### src/rtl/wsz_pkg.sv
package wsz_pkg;
    localparam int ADDR_W    = 14;
    localparam int DATA_W    = 16;
    localparam int BUS_W     = 24;
    localparam int WS_W      = 3;
    localparam int NUM_ZONES = 5;
    localparam int ZIDX_W    = 3;
    localparam int LANE_LO   = BUS_W - DATA_W;

    typedef enum logic [1:0] {
        ST_IDLE = 2'd0,
        ST_WAIT = 2'd1,
        ST_LAST = 2'd2
    } wsz_state_e;

    // Lower bound of zone z; zone NUM_ZONES gives the start of on-chip RAM.
    function automatic logic [ADDR_W-1:0] zone_base(input int z);
        case (z)
            0:       zone_base = 14'h0000;
            1:       zone_base = 14'h0400;
            2:       zone_base = 14'h0800;
            3:       zone_base = 14'h3000;
            4:       zone_base = 14'h3400;
            default: zone_base = 14'h3800;
        endcase
    endfunction
endpackage

### src/rtl/wsz_decode.sv
module wsz_decode
    import wsz_pkg::*;
#(
    parameter int INT_WORDS = 512
) (
    input  logic [ADDR_W-1:0] addr,
    output logic              ext_hit,
    output logic [ZIDX_W-1:0] zone_idx,
    output logic              int_hit,
    output logic              ctrl_hit
);
    localparam int INT_START = int'(zone_base(NUM_ZONES));
    localparam int INT_END   = INT_START + INT_WORDS;

    logic [NUM_ZONES-1:0] zhit;

    for (genvar z = 0; z < NUM_ZONES; z++) begin : g_zone
        assign zhit[z] = (addr >= zone_base(z)) && (addr < zone_base(z + 1));
    end

    always_comb begin
        zone_idx = '0;
        for (int z = 0; z < NUM_ZONES; z++) begin
            if (zhit[z]) zone_idx = ZIDX_W'(z);
        end
    end

    assign ext_hit  = |zhit;
    assign int_hit  = (int'(addr) >= INT_START) && (int'(addr) < INT_END);
    assign ctrl_hit = (int'(addr) >= INT_END);
endmodule

### src/rtl/wsz_wsregs.sv
module wsz_wsregs
    import wsz_pkg::*;
(
    input  logic                           clk,
    input  logic                           rst_n,
    input  logic                           wr_en,
    input  logic [ZIDX_W-1:0]              wr_zone,
    input  logic [WS_W-1:0]                wr_val,
    output logic [NUM_ZONES-1:0][WS_W-1:0] ws_q
);
    for (genvar z = 0; z < NUM_ZONES; z++) begin : g_reg
        always_ff @(posedge clk or negedge rst_n) begin
            if (!rst_n) begin
                ws_q[z] <= '1;
            end else if (wr_en && (wr_zone == ZIDX_W'(z))) begin
                ws_q[z] <= wr_val;
            end
        end

        p_reset_max_r4: assert property (@(posedge clk) disable iff (!rst_n)
            $past(!rst_n) |-> (ws_q[z] == '1));
    end

    p_ignore_bad_zone_r7: assert property (@(posedge clk) disable iff (!rst_n)
        (wr_en && (int'(wr_zone) >= NUM_ZONES)) |=> $stable(ws_q));
endmodule

### src/rtl/wsz_seq.sv
module wsz_seq
    import wsz_pkg::*;
(
    input  logic              clk,
    input  logic              rst_n,
    input  logic              go,
    input  logic              go_we,
    input  logic [ADDR_W-1:0] go_addr,
    input  logic [DATA_W-1:0] go_wdata,
    input  logic [WS_W-1:0]   go_ws,
    input  logic [BUS_W-1:0]  ext_din,
    output logic              idle,
    output logic              last,
    output logic [DATA_W-1:0] rdata,
    output logic [ADDR_W-1:0] ext_addr,
    output logic [BUS_W-1:0]  ext_dout,
    output logic              ext_oe,
    output logic              ext_sel_n,
    output logic              ext_rd_n,
    output logic              ext_wr_n
);
    wsz_state_e        state_q, state_d;
    logic [WS_W-1:0]   cnt_q;
    logic [ADDR_W-1:0] addr_q;
    logic [DATA_W-1:0] wdata_q;
    logic [DATA_W-1:0] rdata_q;
    logic              we_q;
    logic              active;

    // State register
    always_ff @(posedge clk or negedge rst_n) begin
        if (!rst_n) state_q <= ST_IDLE;
        else        state_q <= state_d;
    end

    // Next state
    always_comb begin
        state_d = state_q;
        unique case (state_q)
            ST_IDLE: if (go) state_d = (go_ws == '0) ? ST_LAST : ST_WAIT;
            ST_WAIT: if (cnt_q == WS_W'(1)) state_d = ST_LAST;
            ST_LAST: state_d = ST_IDLE;
            default: state_d = ST_IDLE;
        endcase
    end

    // Access context and remaining count
    always_ff @(posedge clk or negedge rst_n) begin
        if (!rst_n) begin
            cnt_q   <= '0;
            addr_q  <= '0;
            wdata_q <= '0;
            we_q    <= 1'b0;
            rdata_q <= '0;
        end else begin
            if (state_q == ST_IDLE && go) begin
                cnt_q   <= go_ws;
                addr_q  <= go_addr;
                wdata_q <= go_wdata;
                we_q    <= go_we;
            end else if (state_q == ST_WAIT) begin
                cnt_q <= cnt_q - WS_W'(1);
            end
            if (state_q == ST_LAST && !we_q) begin
                rdata_q <= ext_din[BUS_W-1:LANE_LO];
            end
        end
    end

    // Outputs
    always_comb begin
        active    = (state_q != ST_IDLE);
        idle      = (state_q == ST_IDLE);
        last      = (state_q == ST_LAST);
        ext_sel_n = !active;
        ext_rd_n  = !(active && !we_q);
        ext_wr_n  = !(active && we_q);
        ext_oe    = active && we_q;
        ext_addr  = active ? addr_q : '0;
        ext_dout  = (active && we_q) ? {wdata_q, {LANE_LO{1'b0}}} : '0;
        rdata     = last ? ext_din[BUS_W-1:LANE_LO] : rdata_q;
    end

    p_rdwr_excl_r5: assert property (@(posedge clk) disable iff (!rst_n)
        !(!ext_rd_n && !ext_wr_n));
    p_strobe_sel_r5: assert property (@(posedge clk) disable iff (!rst_n)
        (!ext_rd_n || !ext_wr_n) |-> !ext_sel_n);
    p_wait_exit_r6: assert property (@(posedge clk) disable iff (!rst_n)
        (state_q == ST_WAIT) |=> (state_q == ST_WAIT || state_q == ST_LAST));
    p_last_idle_r6: assert property (@(posedge clk) disable iff (!rst_n)
        (state_q == ST_LAST) |=> (state_q == ST_IDLE));
    p_oe_write_r9: assert property (@(posedge clk) disable iff (!rst_n)
        ext_oe |-> (!ext_wr_n && ext_rd_n));
    p_addr_hold_r11: assert property (@(posedge clk) disable iff (!rst_n)
        (!ext_sel_n && $past(!ext_sel_n)) |-> $stable(ext_addr));
endmodule

### src/rtl/wsz_ctrl.sv
module wsz_ctrl
    import wsz_pkg::*;
#(
    parameter int INT_WORDS = 512
) (
    input  logic              clk,
    input  logic              rst_n,
    input  logic              core_req,
    input  logic              core_we,
    input  logic [ADDR_W-1:0] core_addr,
    input  logic [DATA_W-1:0] core_wdata,
    output logic              core_ready,
    output logic [DATA_W-1:0] core_rdata,
    output logic              core_int_hit,
    output logic              core_ctrl_hit,
    input  logic              cfg_we,
    input  logic [ZIDX_W-1:0] cfg_zone,
    input  logic [WS_W-1:0]   cfg_ws,
    output logic [ADDR_W-1:0] ext_addr,
    output logic [BUS_W-1:0]  ext_dout,
    output logic              ext_oe,
    input  logic [BUS_W-1:0]  ext_din,
    output logic              ext_sel_n,
    output logic              ext_rd_n,
    output logic              ext_wr_n
);
    logic                           dec_ext, dec_int, dec_ctrl;
    logic [ZIDX_W-1:0]              dec_zone;
    logic [NUM_ZONES-1:0][WS_W-1:0] ws_q;
    logic [WS_W-1:0]                sel_ws;
    logic                           seq_idle, seq_last, go;

    wsz_decode #(.INT_WORDS(INT_WORDS)) u_dec (
        .addr     (core_addr),
        .ext_hit  (dec_ext),
        .zone_idx (dec_zone),
        .int_hit  (dec_int),
        .ctrl_hit (dec_ctrl)
    );

    wsz_wsregs u_ws (
        .clk     (clk),
        .rst_n   (rst_n),
        .wr_en   (cfg_we),
        .wr_zone (cfg_zone),
        .wr_val  (cfg_ws),
        .ws_q    (ws_q)
    );

    always_comb begin
        sel_ws = '0;
        for (int z = 0; z < NUM_ZONES; z++) begin
            if (dec_zone == ZIDX_W'(z)) sel_ws = ws_q[z];
        end
    end

    assign go = core_req && dec_ext && seq_idle;

    wsz_seq u_seq (
        .clk       (clk),
        .rst_n     (rst_n),
        .go        (go),
        .go_we     (core_we),
        .go_addr   (core_addr),
        .go_wdata  (core_wdata),
        .go_ws     (sel_ws),
        .ext_din   (ext_din),
        .idle      (seq_idle),
        .last      (seq_last),
        .rdata     (core_rdata),
        .ext_addr  (ext_addr),
        .ext_dout  (ext_dout),
        .ext_oe    (ext_oe),
        .ext_sel_n (ext_sel_n),
        .ext_rd_n  (ext_rd_n),
        .ext_wr_n  (ext_wr_n)
    );

    assign core_int_hit  = core_req && dec_int;
    assign core_ctrl_hit = core_req && dec_ctrl;
    assign core_ready    = seq_last || (core_req && seq_idle && !dec_ext);

    p_region_onehot_r1: assert property (@(posedge clk) disable iff (!rst_n)
        $onehot({dec_ext, dec_int, dec_ctrl}));
    p_int_ready_r2: assert property (@(posedge clk) disable iff (!rst_n)
        (core_int_hit && ext_sel_n) |-> core_ready);
    p_ctrl_ready_r3: assert property (@(posedge clk) disable iff (!rst_n)
        (core_ctrl_hit && ext_sel_n) |-> core_ready);
endmodule

### config.mk
export PLATFORM = sky130hd
export DESIGN_NAME = wsz_ctrl
export DESIGN_NICKNAME = d
export VERILOG_FILES = /design/src/rtl/wsz_pkg.sv /design/src/rtl/wsz_decode.sv /design/src/rtl/wsz_wsregs.sv /design/src/rtl/wsz_seq.sv /design/src/rtl/wsz_ctrl.sv
export SDC_FILE = /design/constraint.sdc
export NUM_CORES = 1
export LEC_CHECK = 0
export CORE_ASPECT_RATIO = 0.6
export CORE_MARGIN = 5
export CORE_UTILIZATION = 23
export CTS_CLUSTER_DIAMETER = 150
export DETAILED_ROUTE_END_ITERATION = 10
export DONT_BUFFER_PORTS = 1
export PLACE_DENSITY = 0.39
export RECOVER_POWER = 25
export SKIP_CTS_REPAIR_TIMING = 1
export SYNTH_ARGS = -nofsm -noshare
export SYNTH_HDL_FRONTEND = slang
export SYNTH_SLANG_ARGS = --single-unit
### constraint.sdc
create_clock -name clk -period 1.3 [get_ports clk]
set_input_delay 0.13 -clock clk [delete_from_list [all_inputs] [get_ports clk]]
set_output_delay 0.13 -clock clk [all_outputs]
set_load 0.02 [all_outputs]
======== Yosys cells after proc, flatten, opt, wreduce, memory -nomap -nowiden ========
Cells that the tools add are included.
storage, ports and cells
  bits in registers ....................... 67
  bits of input ports ..................... 65
  output and inout port bits .............. 61
  logic and storage cells ................. 91
operators by class
  add/sub/neg operators ................... 1
  $lt $le $gt $ge ......................... 13
  equal/unequal tests ..................... 13
  multiplexer cells ....................... 18
  reductions and logical operators ........ 35
operator list
  operator                                                                  count
  14-bit >= comparator (second input constant)                              4
  14-bit < comparator (second input constant)                               4
  24-bit two-way mux                                                        1
  3-bit two-way mux                                                         8
  1-bit logical AND                                                         21
  16-bit two-way mux                                                        1
  14-bit by 1-bit >= comparator with 1-bit output (second input constant)   1
  14-bit by 11-bit >= comparator with 1-bit output (second input constant)  1
  14-bit by 12-bit >= comparator with 1-bit output (second input constant)  1
  14-bit by 11-bit < comparator with 1-bit output (second input constant)   1
  14-bit by 12-bit < comparator with 1-bit output (second input constant)   1
  14-bit two-way mux                                                        1
  3-bit by 2-bit equality test with 1-bit output (second input constant)    4
  2-bit two-way mux                                                         5
  3-bit by 1-bit equality test with 1-bit output (second input constant)    3
  3-bit logical NOT                                                         3
  3-bit equality test (second input constant)                               2
  1-bit logical NOT                                                         5
  5-bit OR reduction                                                        1
  2-bit by 1-bit inequality test with 1-bit output (second input constant)  2
  2-bit one-hot mux with 2 select lines                                     1
  2-bit nonzero test                                                        2
  3-bit by 1-bit subtractor with 3-bit output (second input constant)       1
  2-bit by 1-bit equality test with 1-bit output (second input constant)    1
  5 further kinds                                                           5

======== Logic depth before layout (Yosys ltp) ========
Gate-level depths: netlist of the first run.
  word-level depth ........................ 16
  gate-level depth with buffers ........... 7
  gate-level depth less buffers ........... 5

======== By module ========
Synthesis of the first run repeated with hierarchy kept, for this count alone.
second synthesis, totals
  cell total of the unflattened synthesis .. 268
  area total of the unflattened synthesis .. 3,706.1 um2
by module, submodules not included
  module      times used  cells an instance  area an instance (um2)  seq. area each (um2)
  wsz_seq     1           202                2,788.9                 1,301.2
  wsz_wsregs  1           35                 678.2                   394.1
  wsz_ctrl    1           21                 175.2                   0.0
  wsz_decode  1           10                 63.8                    0.0

======== Least setup slack after synthesis of the first run ========
OpenSTA, ideal clock, no wires.
  path type ............................... register to output
  start ................................... register u_seq.state_q[0]
  end ..................................... output port core_rdata[0]
  arrival ................................. 1,345 ps
  data required time ...................... 1,170 ps
  slack ................................... -175 ps
  cell stages (with the launch flop) ...... 4
  buffers on the path ..................... 1
  cells stage by stage .................... dfrtp_1 > nor2_2 > buf_2 > mux2_2
between the ends
  longest elaborated chain between the ends .. 2
ends and longest elaborated chain
  item                      line            source
  start: declaration        wsz_seq.sv:22   wsz_state_e state_q, state_d;
  start signal: assignment  wsz_seq.sv:33   else state_q <= state_d;
  2-bit equality test       wsz_seq.sv:74   last = (state_q == ST_LAST);
  16-bit two-way mux        wsz_seq.sv:81   rdata = last ? ext_din[BUS_W-1:LANE_LO] : rdata_q;
  end: declaration          wsz_ctrl.sv:13  output logic [DATA_W-1:0] core_rdata,
Every way passes these cells.

======== Final worst setup path of the first run ========
  start ................................... register u_seq.state_q[0]
  end ..................................... output port core_rdata[8]
Same word-level chain as after synthesis.

==> summary.txt, run 1 <==
CTS
  • TritonCTS buffer count: 9
  • Max H-tree Level: 3
  • CTS Buffer Depth: 2
  • Root buffer cell: clkbuf_16
  • CTS sink cnt: 67
  • TritonCTS clock tree: built
  • Worst skew pair latency: around 330 ps
  • Clk pin slew, worst setup/hold paths: 50 ps

Floorplan
  • Die area: 17700 sq um
  • Rows: 34
  • Horiz. Die Dim: 168 microns
  • # IOs: 126
  • Initial Util: 23.6%
  • Core footprint: 14600 sq um
  • Die Ht: around 110 microns

STA
  • Final hold vios: between 60 and 70
  • Clock skew: 3.96 ps
  • Fin. max-slew vios: 0
  • Fmax: 585 MHz
  • RSZ-0062 raised after global routing: true
  • Setup tns final: -31310 ps
  • Fin worst setup slack: -408 ps
  • Final worst path period share: 131%
  • Hold_ws: -501 ps
  • Final min period: approximately 1700 ps
  • Final setup viols: 103

GRT
  • GRT Util Overall: 10.6%
  • Initial antenna violation count: 0
  • Pin count of the biggest net entering global routing: 68
  • First-pass GRT wire length: 14700 microns
  • Grt ovf: 0
  • Vias in the first global route: 2535

Setup path
  • Biggest cell delay along the critical path: 410 ps
  • CP max-delay cell: dfrtp_2
  • Crit path cell chain: buf_6 -> nor2_4 -> clkbuf_16 -> mux2_4
  • FF-to-FF setup slack: -350 ps
  • Worst path required time: 1170 ps
  • Setup crit end kind: output pin
  • CP bufs+invs: 2
  • CP top delay family: flip-flops
  • Cells on worst reg2reg path: 8
  • Worst Setup Start Kind: register
  • Critical Path AT: 1580 ps
  • R2R Path Start: u_seq.state_q[0]
  • R2r endpoint: u_seq.addr_q[2]
  • Kind of critical path: reg -> out
  • CP max FO: 8

Synth
  • Cell with the most instances after synthesis: nand2_1
  • Post-synth EDFFs: 0
  • Synth warn: 0
  • Commonest cells in the netlist: nand2_1 (98), dfrtp_1 (52), mux2_2 (47)
  • Distinct cells, synth: 46
  • Ys async rst share: 100%
  • Synthesized cell area: ~3500 sq um
  • Register bit total from synthesis: between 60 and 70
  • Yosys top cell area share: 37.6%
  • Mapped Cells: about 340
  • Seq/Total Area, Yosys: 49.0%
  • Synth area leader: dfrtp_1
  • Mean Syn Cell Area: a little over 10 sq um
  • Synth top area cells: dfrtp_1 (38%), mux2_2 (15%), dfstp_2 (11%)
  • Prevailing post-synth register cell: dfrtp_1

Layout
  • Final #Nets: 490
  • ANT cells: 0
  • Design area: 5360 sq um
  • Footprint of the multi-input gates: 2010 sq um
  • Layout cells sized above 1: about 47%
  • Fillers: 1458
  • Fin util: 36.7%
  • Non-filler cells, final: about 630
  • Area added between synthesis and finish: 55.0%
  • Register area: 1700 sq um

Flow run
  • Max_cap viols: 0

Pwr
  • Power Dens Cells: 2430 nW/um^2
  • Pleak: 2.39 nW
  • Pwr Total: 13.0 mW
  • Worst vdd ir: 0.000767 V

Routing
  • Drt initial violations: 129
  • ANT nets after route: 0
  • Via density: 4.41
  • Via Count: 2763
  • Drt wl/cell: 18.2 microns
  • Drt first pass iters: 5
  • Total Routed Length: 11400 microns
  • # DRC: 0

Place
  • Dpl cell area: 3900 sq um
  • Pre-CTS setup slack: -143 ps
  • Port bufs: 0
  • Placed insts: between 500 and 600
  • Routability cong.: 0.742
  • Detailed placement HPWL: 6670 microns

Run status
  • Violated checks: hold timing, setup timing
  • Status: finished, violations left

Hold path
  • Min-delay worst type: in -> async
[where the power goes]
group	switching, mW	internal [mW]	leakage, nW
registers	0.620	3.07	0.790
logic	3.26	3.27	1.43
clock network	0.933	1.87	0.167
total	4.82	8.20	2.39
[flip-flops by register name, indices dropped and copies added, names as in the netlist]
signal and flops:
u_seq.wdata_q 16, u_seq.cnt_q 3, u_seq.rdata_q 16, u_seq.state_q 2, u_seq.we_q 1, u_seq.addr_q 14, u_ws.ws_q 15
[placed cells by master, fill, tap and decap left out, drive strengths merged, types with 9 or more instances in the layout]
cell type and count:
nand2 98, dfrtp 52, dlygate4sd3 50, mux2 47, buf 38, and3 18
dfstp 15, and2 14, clkbuf 14, nor2 9
[cells by family after synthesis]
group           Yosys count  synth area share, %
compound gates           21                 5.17
xor+xnor                  2                0.506
fa+ha+maj                 2                0.723
buf+inv                  32                 5.53
flops                    67                 49.0
mux                      50                 16.2
other cells               1                0.108
simple gates            162                 22.8
[worst max-delay path by stage]
stage	to	startpoint	cells past startpoint	slack [ps]
after floorplan	u_seq.cnt_q[1]	u_seq.state_q[0]	6	-80
after global placement	u_seq.state_q[0]	u_seq.state_q[1]	5	-140
after detailed placement	u_seq.state_q[0]	u_seq.state_q[1]	5	-140
after CTS	core_rdata[4]	u_seq.state_q[1]	4	-450
after global routing	core_rdata[8]	u_seq.state_q[0]	4	-470
final	core_rdata[8]	u_seq.state_q[0]	4	-410
[area by class of cell]
type                    instances  area share [%]
repair buffers                 93            19.4
inverters                       6           0.513
clock buffers                   9            4.20
multi-input cells             246            37.4
well taps                     198            4.62
clock inverters                 7            2.17
flip-flops and latches         67            31.6
[per-layer routing]
metal / global-route usage, % / wire length [microns] / up-vias
met4: 2.43 / 86 / 0
met2: 15.5 / 4880 / 83
met3: 4.15 / 688 / 8
met5: 0 / 0 / -
li1: - / - / 1300
met1: 14.7 / 5740 / 1372
(Power assumes the default switching activity.)
==> run 2, diff against run 1 <==
Settings changed: MAX_ROUTING_LAYER set to met4, REMOVE_ABC_BUFFERS set to 1.
==> summary.txt, run 2 (synthesis gave the netlist of run 1 again) <==
Setup path
  • Crit path cell chain: buf_6 -> nor2_4 -> clkbuf_16 -> mux2_4 (unchanged)
  • Critical Path AT: 1570 ps (was 1580 ps)
  • CP max FO: 8 (unchanged)
  • Worst path required time: 1170 ps (about the same)
  • CP top delay family: flip-flops (unchanged)
  • Biggest cell delay along the critical path: 390 ps (was 410 ps)
  • Kind of critical path: reg -> out (unchanged)
  • CP bufs+invs: 2 (unchanged)
  • CP max-delay cell: dfrtp_1 (was dfrtp_2)
  • Worst Setup Start Kind: register (unchanged)
  • Setup crit end kind: output pin (unchanged)

STA
  • Hold_ws: -503 ps (was -501 ps)
  • Setup tns final: -18460 ps (was -31310 ps)
  • Clock skew: 7.96 ps (was 3.96 ps)
  • Fmax: 588 MHz (was 585 MHz)
  • Fin. max-slew vios: 0 (unchanged)
  • Final min period: 1700 ps (was 1710 ps)
  • RSZ-0062 raised after global routing: true (unchanged)
  • Final worst path period share: 131% (about the same)
  • Final hold vios: 67 (unchanged)
  • Final setup viols: 101 (was 103)
  • Fin worst setup slack: -401 ps (was -408 ps)

Routing
  • Drt first pass iters: 4 (was 5)
  • Via Count: 2701 (was 2763)
  • Drt initial violations: 165 (was 129)
  • Total Routed Length: 10700 microns (was 11400 microns)
  • Drt wl/cell: 17.4 microns (was 18.2 microns)
  • # DRC: 0 (unchanged)
  • ANT nets after route: 0 (unchanged)
  • Via density: 4.38 (was 4.41)

GRT
  • First-pass GRT wire length: 14700 microns (about the same)
  • Grt ovf: 0 (unchanged)
  • GRT Util Overall: 10.8% (was 10.6%)
  • Vias in the first global route: 2588 (was 2535)
  • Pin count of the biggest net entering global routing: 68 (unchanged)
  • Initial antenna violation count: 0 (unchanged)

Place
  • Pre-CTS setup slack: -168 ps (was -143 ps)
  • Detailed placement HPWL: 6370 microns (was 6670 microns)
  • Dpl cell area: 3810 sq um (was 3900 sq um)
  • Port bufs: 0 (unchanged)
  • Routability cong.: 0.716 (was 0.742)

Pwr
  • Power Dens Cells: 2260 nW/um^2 (was 2430 nW/um^2)
  • Pleak: 2.26 nW (was 2.39 nW)
  • Pwr Total: 11.4 mW (was 13.0 mW)
  • Worst vdd ir: 0.000864 V (was 0.000767 V)

CTS
  • Clk pin slew, worst setup/hold paths: 60 ps (was 50 ps)
  • TritonCTS clock tree: built (unchanged)
  • CTS Buffer Depth: 2 (unchanged)
  • TritonCTS buffer count: 9 (unchanged)
  • Worst skew pair latency: 330 ps (about the same)
  • Root buffer cell: clkbuf_16 (unchanged)
  • Max H-tree Level: 3 (unchanged)
  • CTS sink cnt: 67 (unchanged)

Layout
  • Design area: 5050 sq um (was 5360 sq um)
  • Most common cell after layout, fill and taps aside: nand2_1 (unchanged)
  • Layout cells sized above 1: 38.7% (was 47.2%)
  • Largest regs: u_seq.rdata_q x16, u_seq.wdata_q x16, u_ws.ws_q x15 (unchanged)
  • Final #Nets: 481 (was 490)
  • Fillers: 1461 (was 1458)
  • ANT cells: 0 (unchanged)
  • Area added between synthesis and finish: 45.8% (was 55.0%)
  • Most frequent cells in the layout: nand2_1 (93), dfrtp_1 (52), dlygate4sd3_1 (50), mux2_4 (32), buf_4 (21) (was nand2_1 (69), dfrtp_1 (51), dlygate4sd3_1 (50), mux2_4 (30), nand2_2 (22))

Flow run
  • Max_cap viols: 0 (unchanged)

Run status
  • Violated checks: hold timing, setup timing (unchanged)
  • Status: finished, violations left (unchanged)

Floorplan
  • Rows: 34 (unchanged)
  • Die Ht: 105 microns (unchanged)
  • # IOs: 126 (unchanged)
  • Horiz. Die Dim: 168 microns (unchanged)
  • Core footprint: 14600 sq um (unchanged)
  • Die area: 17700 sq um (unchanged)
  • Initial Util: 23.6% (unchanged)

Hold path
  • Min-delay worst type: in -> async (unchanged)
-- run 2: cell count changes in the layout (fill, tap and decap cells not counted), sizes merged --
cell / previous run / this run
buf: 38 / 30
bufinv: 3 / 0
clkbuf: 14 / 17
clkinv: 4 / 2
clkinvlp: 0 / 1
-- run 2: per-layer routing --
layer / wire, microns / vias to the layer above / GRT usage (%)
met3: 707 / 9 / 3.96
met4: 61 / 0 / 2.43
met1: 5410 / 1327 / 14.7
met5: 0 / - / -
met2: 4550 / 82 / 15.5
li1: - / 1283 / -
-- run 2: report_power, final --
| group | switching [mW] | internal (mW) | leakage (nW) | total (mW) |
|---|---|---|---|---|
| Sequential | 0.519 | 3.06 | 0.791 | 3.58 |
| Clock | 0.918 | 1.46 | 0.141 | 2.38 |
| Combinational | 2.86 | 2.61 | 1.33 | 5.47 |
-- run 2: worst register-to-register path, cell delays in order, from the launching register on --
cell and delay (ps):
dfrtp_1 390, buf_6 140, nor3_4 290, clkbuf_16 240
mux2_4 300
-- run 2: stage by stage --
stage | util [%] | instances
5_1_grt | 34.5 | 617
3_3_place_gp | 26.0 | 542
4_1_cts | 28.0 | 558
6_report | 34.5 | 617
3_5_place_dp | 26.0 | 542
2_1_floorplan | - | 318
-- run 2: path summary, 6_finish.rpt --
kind | startpoint | end | slack, ps | depth (start not counted)
hold / removal | rst_n | u_seq.addr_q[8] | -500 | 0
setup reg to reg | u_seq.state_q[0] | u_seq.rdata_q[14] | -180 | 4
hold reg to reg | u_seq.addr_q[13] | u_seq.addr_q[13] | 470 | 2
max in group asynchronous | rst_n | u_ws.ws_q[7] | 1600 | 0
setup / recovery | u_seq.state_q[0] | core_rdata[6] | -400 | 4
min in group clk | core_addr[12] | u_seq.cnt_q[1] | 130 | 3
-- run 2: cell type report --
type | count | area [sq um] | share of cell area [%]
multi-input combinational | 246 | 1880 | 37.3
sequential | 67 | 1700 | 33.6
timing repair buffer | 84 | 903 | 17.9
clock inverter | 3 | 21.3 | 0.421
inverter | 6 | 25.0 | 0.496
tap | 198 | 248 | 4.91
clock buffer | 13 | 272 | 5.38
==> run 3, diff against run 2 <==
Settings changed: CORE_MARGIN 5 to unset.
==> summary.txt, run 3 (synthesis gave the netlist of run 1 again) <==
Run status
  • Status: finished, violations left (unchanged)
  • Violated checks: hold timing, setup timing (unchanged)

STA
  • Setup tns final: -23430 ps (was -18460 ps)
  • Final hold vios: 67 (unchanged)
  • Fin worst setup slack: -436 ps (was -401 ps)
  • Final min period: 1740 ps (was 1700 ps)
  • Fin. max-slew vios: 0 (unchanged)
  • RSZ-0062 raised after global routing: true (unchanged)
  • Fmax: 576 MHz (was 588 MHz)
  • Hold_ws: -501 ps (was -503 ps)
  • Final setup viols: 102 (was 101)
  • Clock skew: 6.53 ps (was 7.96 ps)
  • Final worst path period share: 134% (was 131%)

GRT
  • Initial antenna violation count: 0 (unchanged)
  • Met2 Use GR: 16.3% (was 15.5%)
  • Grt ovf: 0 (unchanged)
  • Vias in the first global route: 2496 (was 2588)
  • Busiest grt layer: met1 (was met2)
  • Pin count of the biggest net entering global routing: 68 (unchanged)
  • Met3 Use GR: 4.46% (was 3.96%)
  • Met1 Use GR: 16.6% (was 14.7%)
  • GRT Util Overall: 12.0% (was 10.8%)
  • First-pass GRT wire length: 13900 microns (was 14700 microns)

Routing
  • Drt first pass iters: 4 (unchanged)
  • Drt wl/cell: 16.7 microns (was 17.4 microns)
  • Via Count: 2673 (was 2701)
  • ANT nets after route: 0 (unchanged)
  • Total Routed Length: 10300 microns (was 10700 microns)
  • Via density: 4.31 (was 4.38)
  • # DRC: 0 (unchanged)
  • Drt initial violations: 119 (was 165)

Layout
  • Most common cell after layout, fill and taps aside: dfrtp_1 (was nand2_1)
  • Register area: 1700 sq um (unchanged)
  • Most frequent cells in the layout: dfrtp_1 (52), dlygate4sd3_1 (50), nand2_1 (48), nand2_2 (31), mux2_2 (24) (was nand2_1 (93), dfrtp_1 (52), dlygate4sd3_1 (50), mux2_4 (32), buf_4 (21))
  • Largest regs: u_seq.rdata_q x16, u_seq.wdata_q x16, u_ws.ws_q x15 (unchanged)
  • Layout cells sized above 1: 51.2% (was 38.7%)
  • ANT cells: 0 (unchanged)
  • Final #Nets: 484 (was 481)
  • Area added between synthesis and finish: 54.3% (was 45.8%)
  • Footprint of the multi-input gates: 2080 sq um (was 1880 sq um)
  • Fillers: 1455 (was 1461)

Floorplan
  • Initial Util: 23.7% (was 23.6%)
  • Die Ht: 97.0 microns (was 105 microns)
  • Core footprint: 14600 sq um (about the same)
  • Die area: 15600 sq um (was 17700 sq um)
  • Rows: 34 (unchanged)
  • # IOs: 126 (unchanged)
  • Horiz. Die Dim: 160 microns (was 168 microns)

Setup path
  • R2R Path Start: u_seq.state_q[1] (was u_seq.state_q[0])
  • Worst Setup Start Kind: register (unchanged)
  • CP max FO: 8 (unchanged)
  • Worst path required time: 1170 ps (about the same)
  • CP startpoint: u_seq.state_q[0] (unchanged)
  • Kind of critical path: reg -> out (unchanged)
  • Setup crit end kind: output pin (unchanged)
  • Critical Path AT: 1610 ps (was 1570 ps)

Pwr
  • Part of the power in registers: 28.9% (was 31.3%)
  • Switch Pwr: 4.65 mW (was 4.30 mW)
  • Clock power share: 21.2% (was 20.8%)
  • Logic pwr share: 49.9% (was 47.8%)
  • Worst vdd ir: 0.000779 V (was 0.000864 V)
  • Internal: 7.69 mW (was 7.13 mW)
  • Power Dens Cells: 2310 nW/um^2 (was 2260 nW/um^2)
  • Switch share: 37.7% (was 37.6%)
  • Pleak: 2.43 nW (was 2.26 nW)

CTS
  • Max H-tree Level: 3 (unchanged)
  • CTS Buffer Depth: 2 (unchanged)
  • CTS sink cnt: 67 (unchanged)
  • Root buffer cell: clkbuf_16 (unchanged)
  • TritonCTS buffer count: 9 (unchanged)
  • TritonCTS clock tree: built (unchanged)
  • Clk pin slew, worst setup/hold paths: 60 ps (about the same)
  • Worst skew pair latency: 330 ps (about the same)

Flow run
  • Max_cap viols: 0 (unchanged)

Place
  • Detailed placement HPWL: 5860 microns (was 6370 microns)
  • Pre-CTS setup slack: -162 ps (was -168 ps)
  • Port bufs: 0 (unchanged)
  • Routability cong.: 0.754 (was 0.716)

Hold path
  • Min-delay worst type: in -> async (unchanged)
run 3: cell types whose count changed in the layout (fill, tap and decap cells not counted), sizes merged:
cell    change
buf         +2
inv         +1
bufinv      +2
clkinv      +1
clkbuf      -3
run 3: final timing paths:
kind	to	cells past startpoint	slack, ps
hold / removal	u_seq.addr_q[8]	0	-500
setup reg to reg	u_seq.addr_q[4]	6	-230
max in group asynchronous	u_ws.ws_q[11]	0	1580
setup / recovery	core_rdata[6]	4	-440
hold reg to reg	u_seq.addr_q[0]	2	480
min in group clk	u_seq.cnt_q[0]	3	130
run 3: final cells by class:
type,count,area share (%)
clock inverters,7,1.71
multi-input cells,246,38.9
repair buffers,87,18.2
inverters,6,0.562
well taps,198,4.64
flip-flops and latches,67,31.7
clock buffers,9,4.22
run 3: through the flow:
step | total power, mW | area [sq um] | instances | utilization [%]
finish | 12.3 | 5340 | 620 | 36.6
detailed placement | 7.71 | 3820 | 543 | 26.2
floorplan | 6.57 | 3320 | 318 | -
global placement | 7.66 | 3820 | 543 | 26.2
global route | 13.1 | 5340 | 620 | 36.6
CTS | 10.4 | 4140 | 559 | 28.3
run 3: power groups by stage:
stage                     Combinational [mW]  Clock [mW]  Sequential (mW)
after floorplan                         3.12           0             3.45
after global placement                  4.16           0             3.50
after detailed placement                4.18           0             3.53
after CTS                               4.18        2.72             3.50
after global routing                    6.61        2.82             3.70
final                                   6.15        2.62             3.57
run 3: critical path, stage by stage (launching register included):
cell and delay [ps]:
dfrtp_1 400, buf_6 140, nor2_4 170, clkbuf_16 210
mux2_4 350
run 3: layer usage:
metal / vias up / share of wire, %
met5: - / 0
met4: 0 / 0.68
met3: 9 / 6.0
met2: 97 / 43
met1: 1282 / 50
li1: 1285 / -
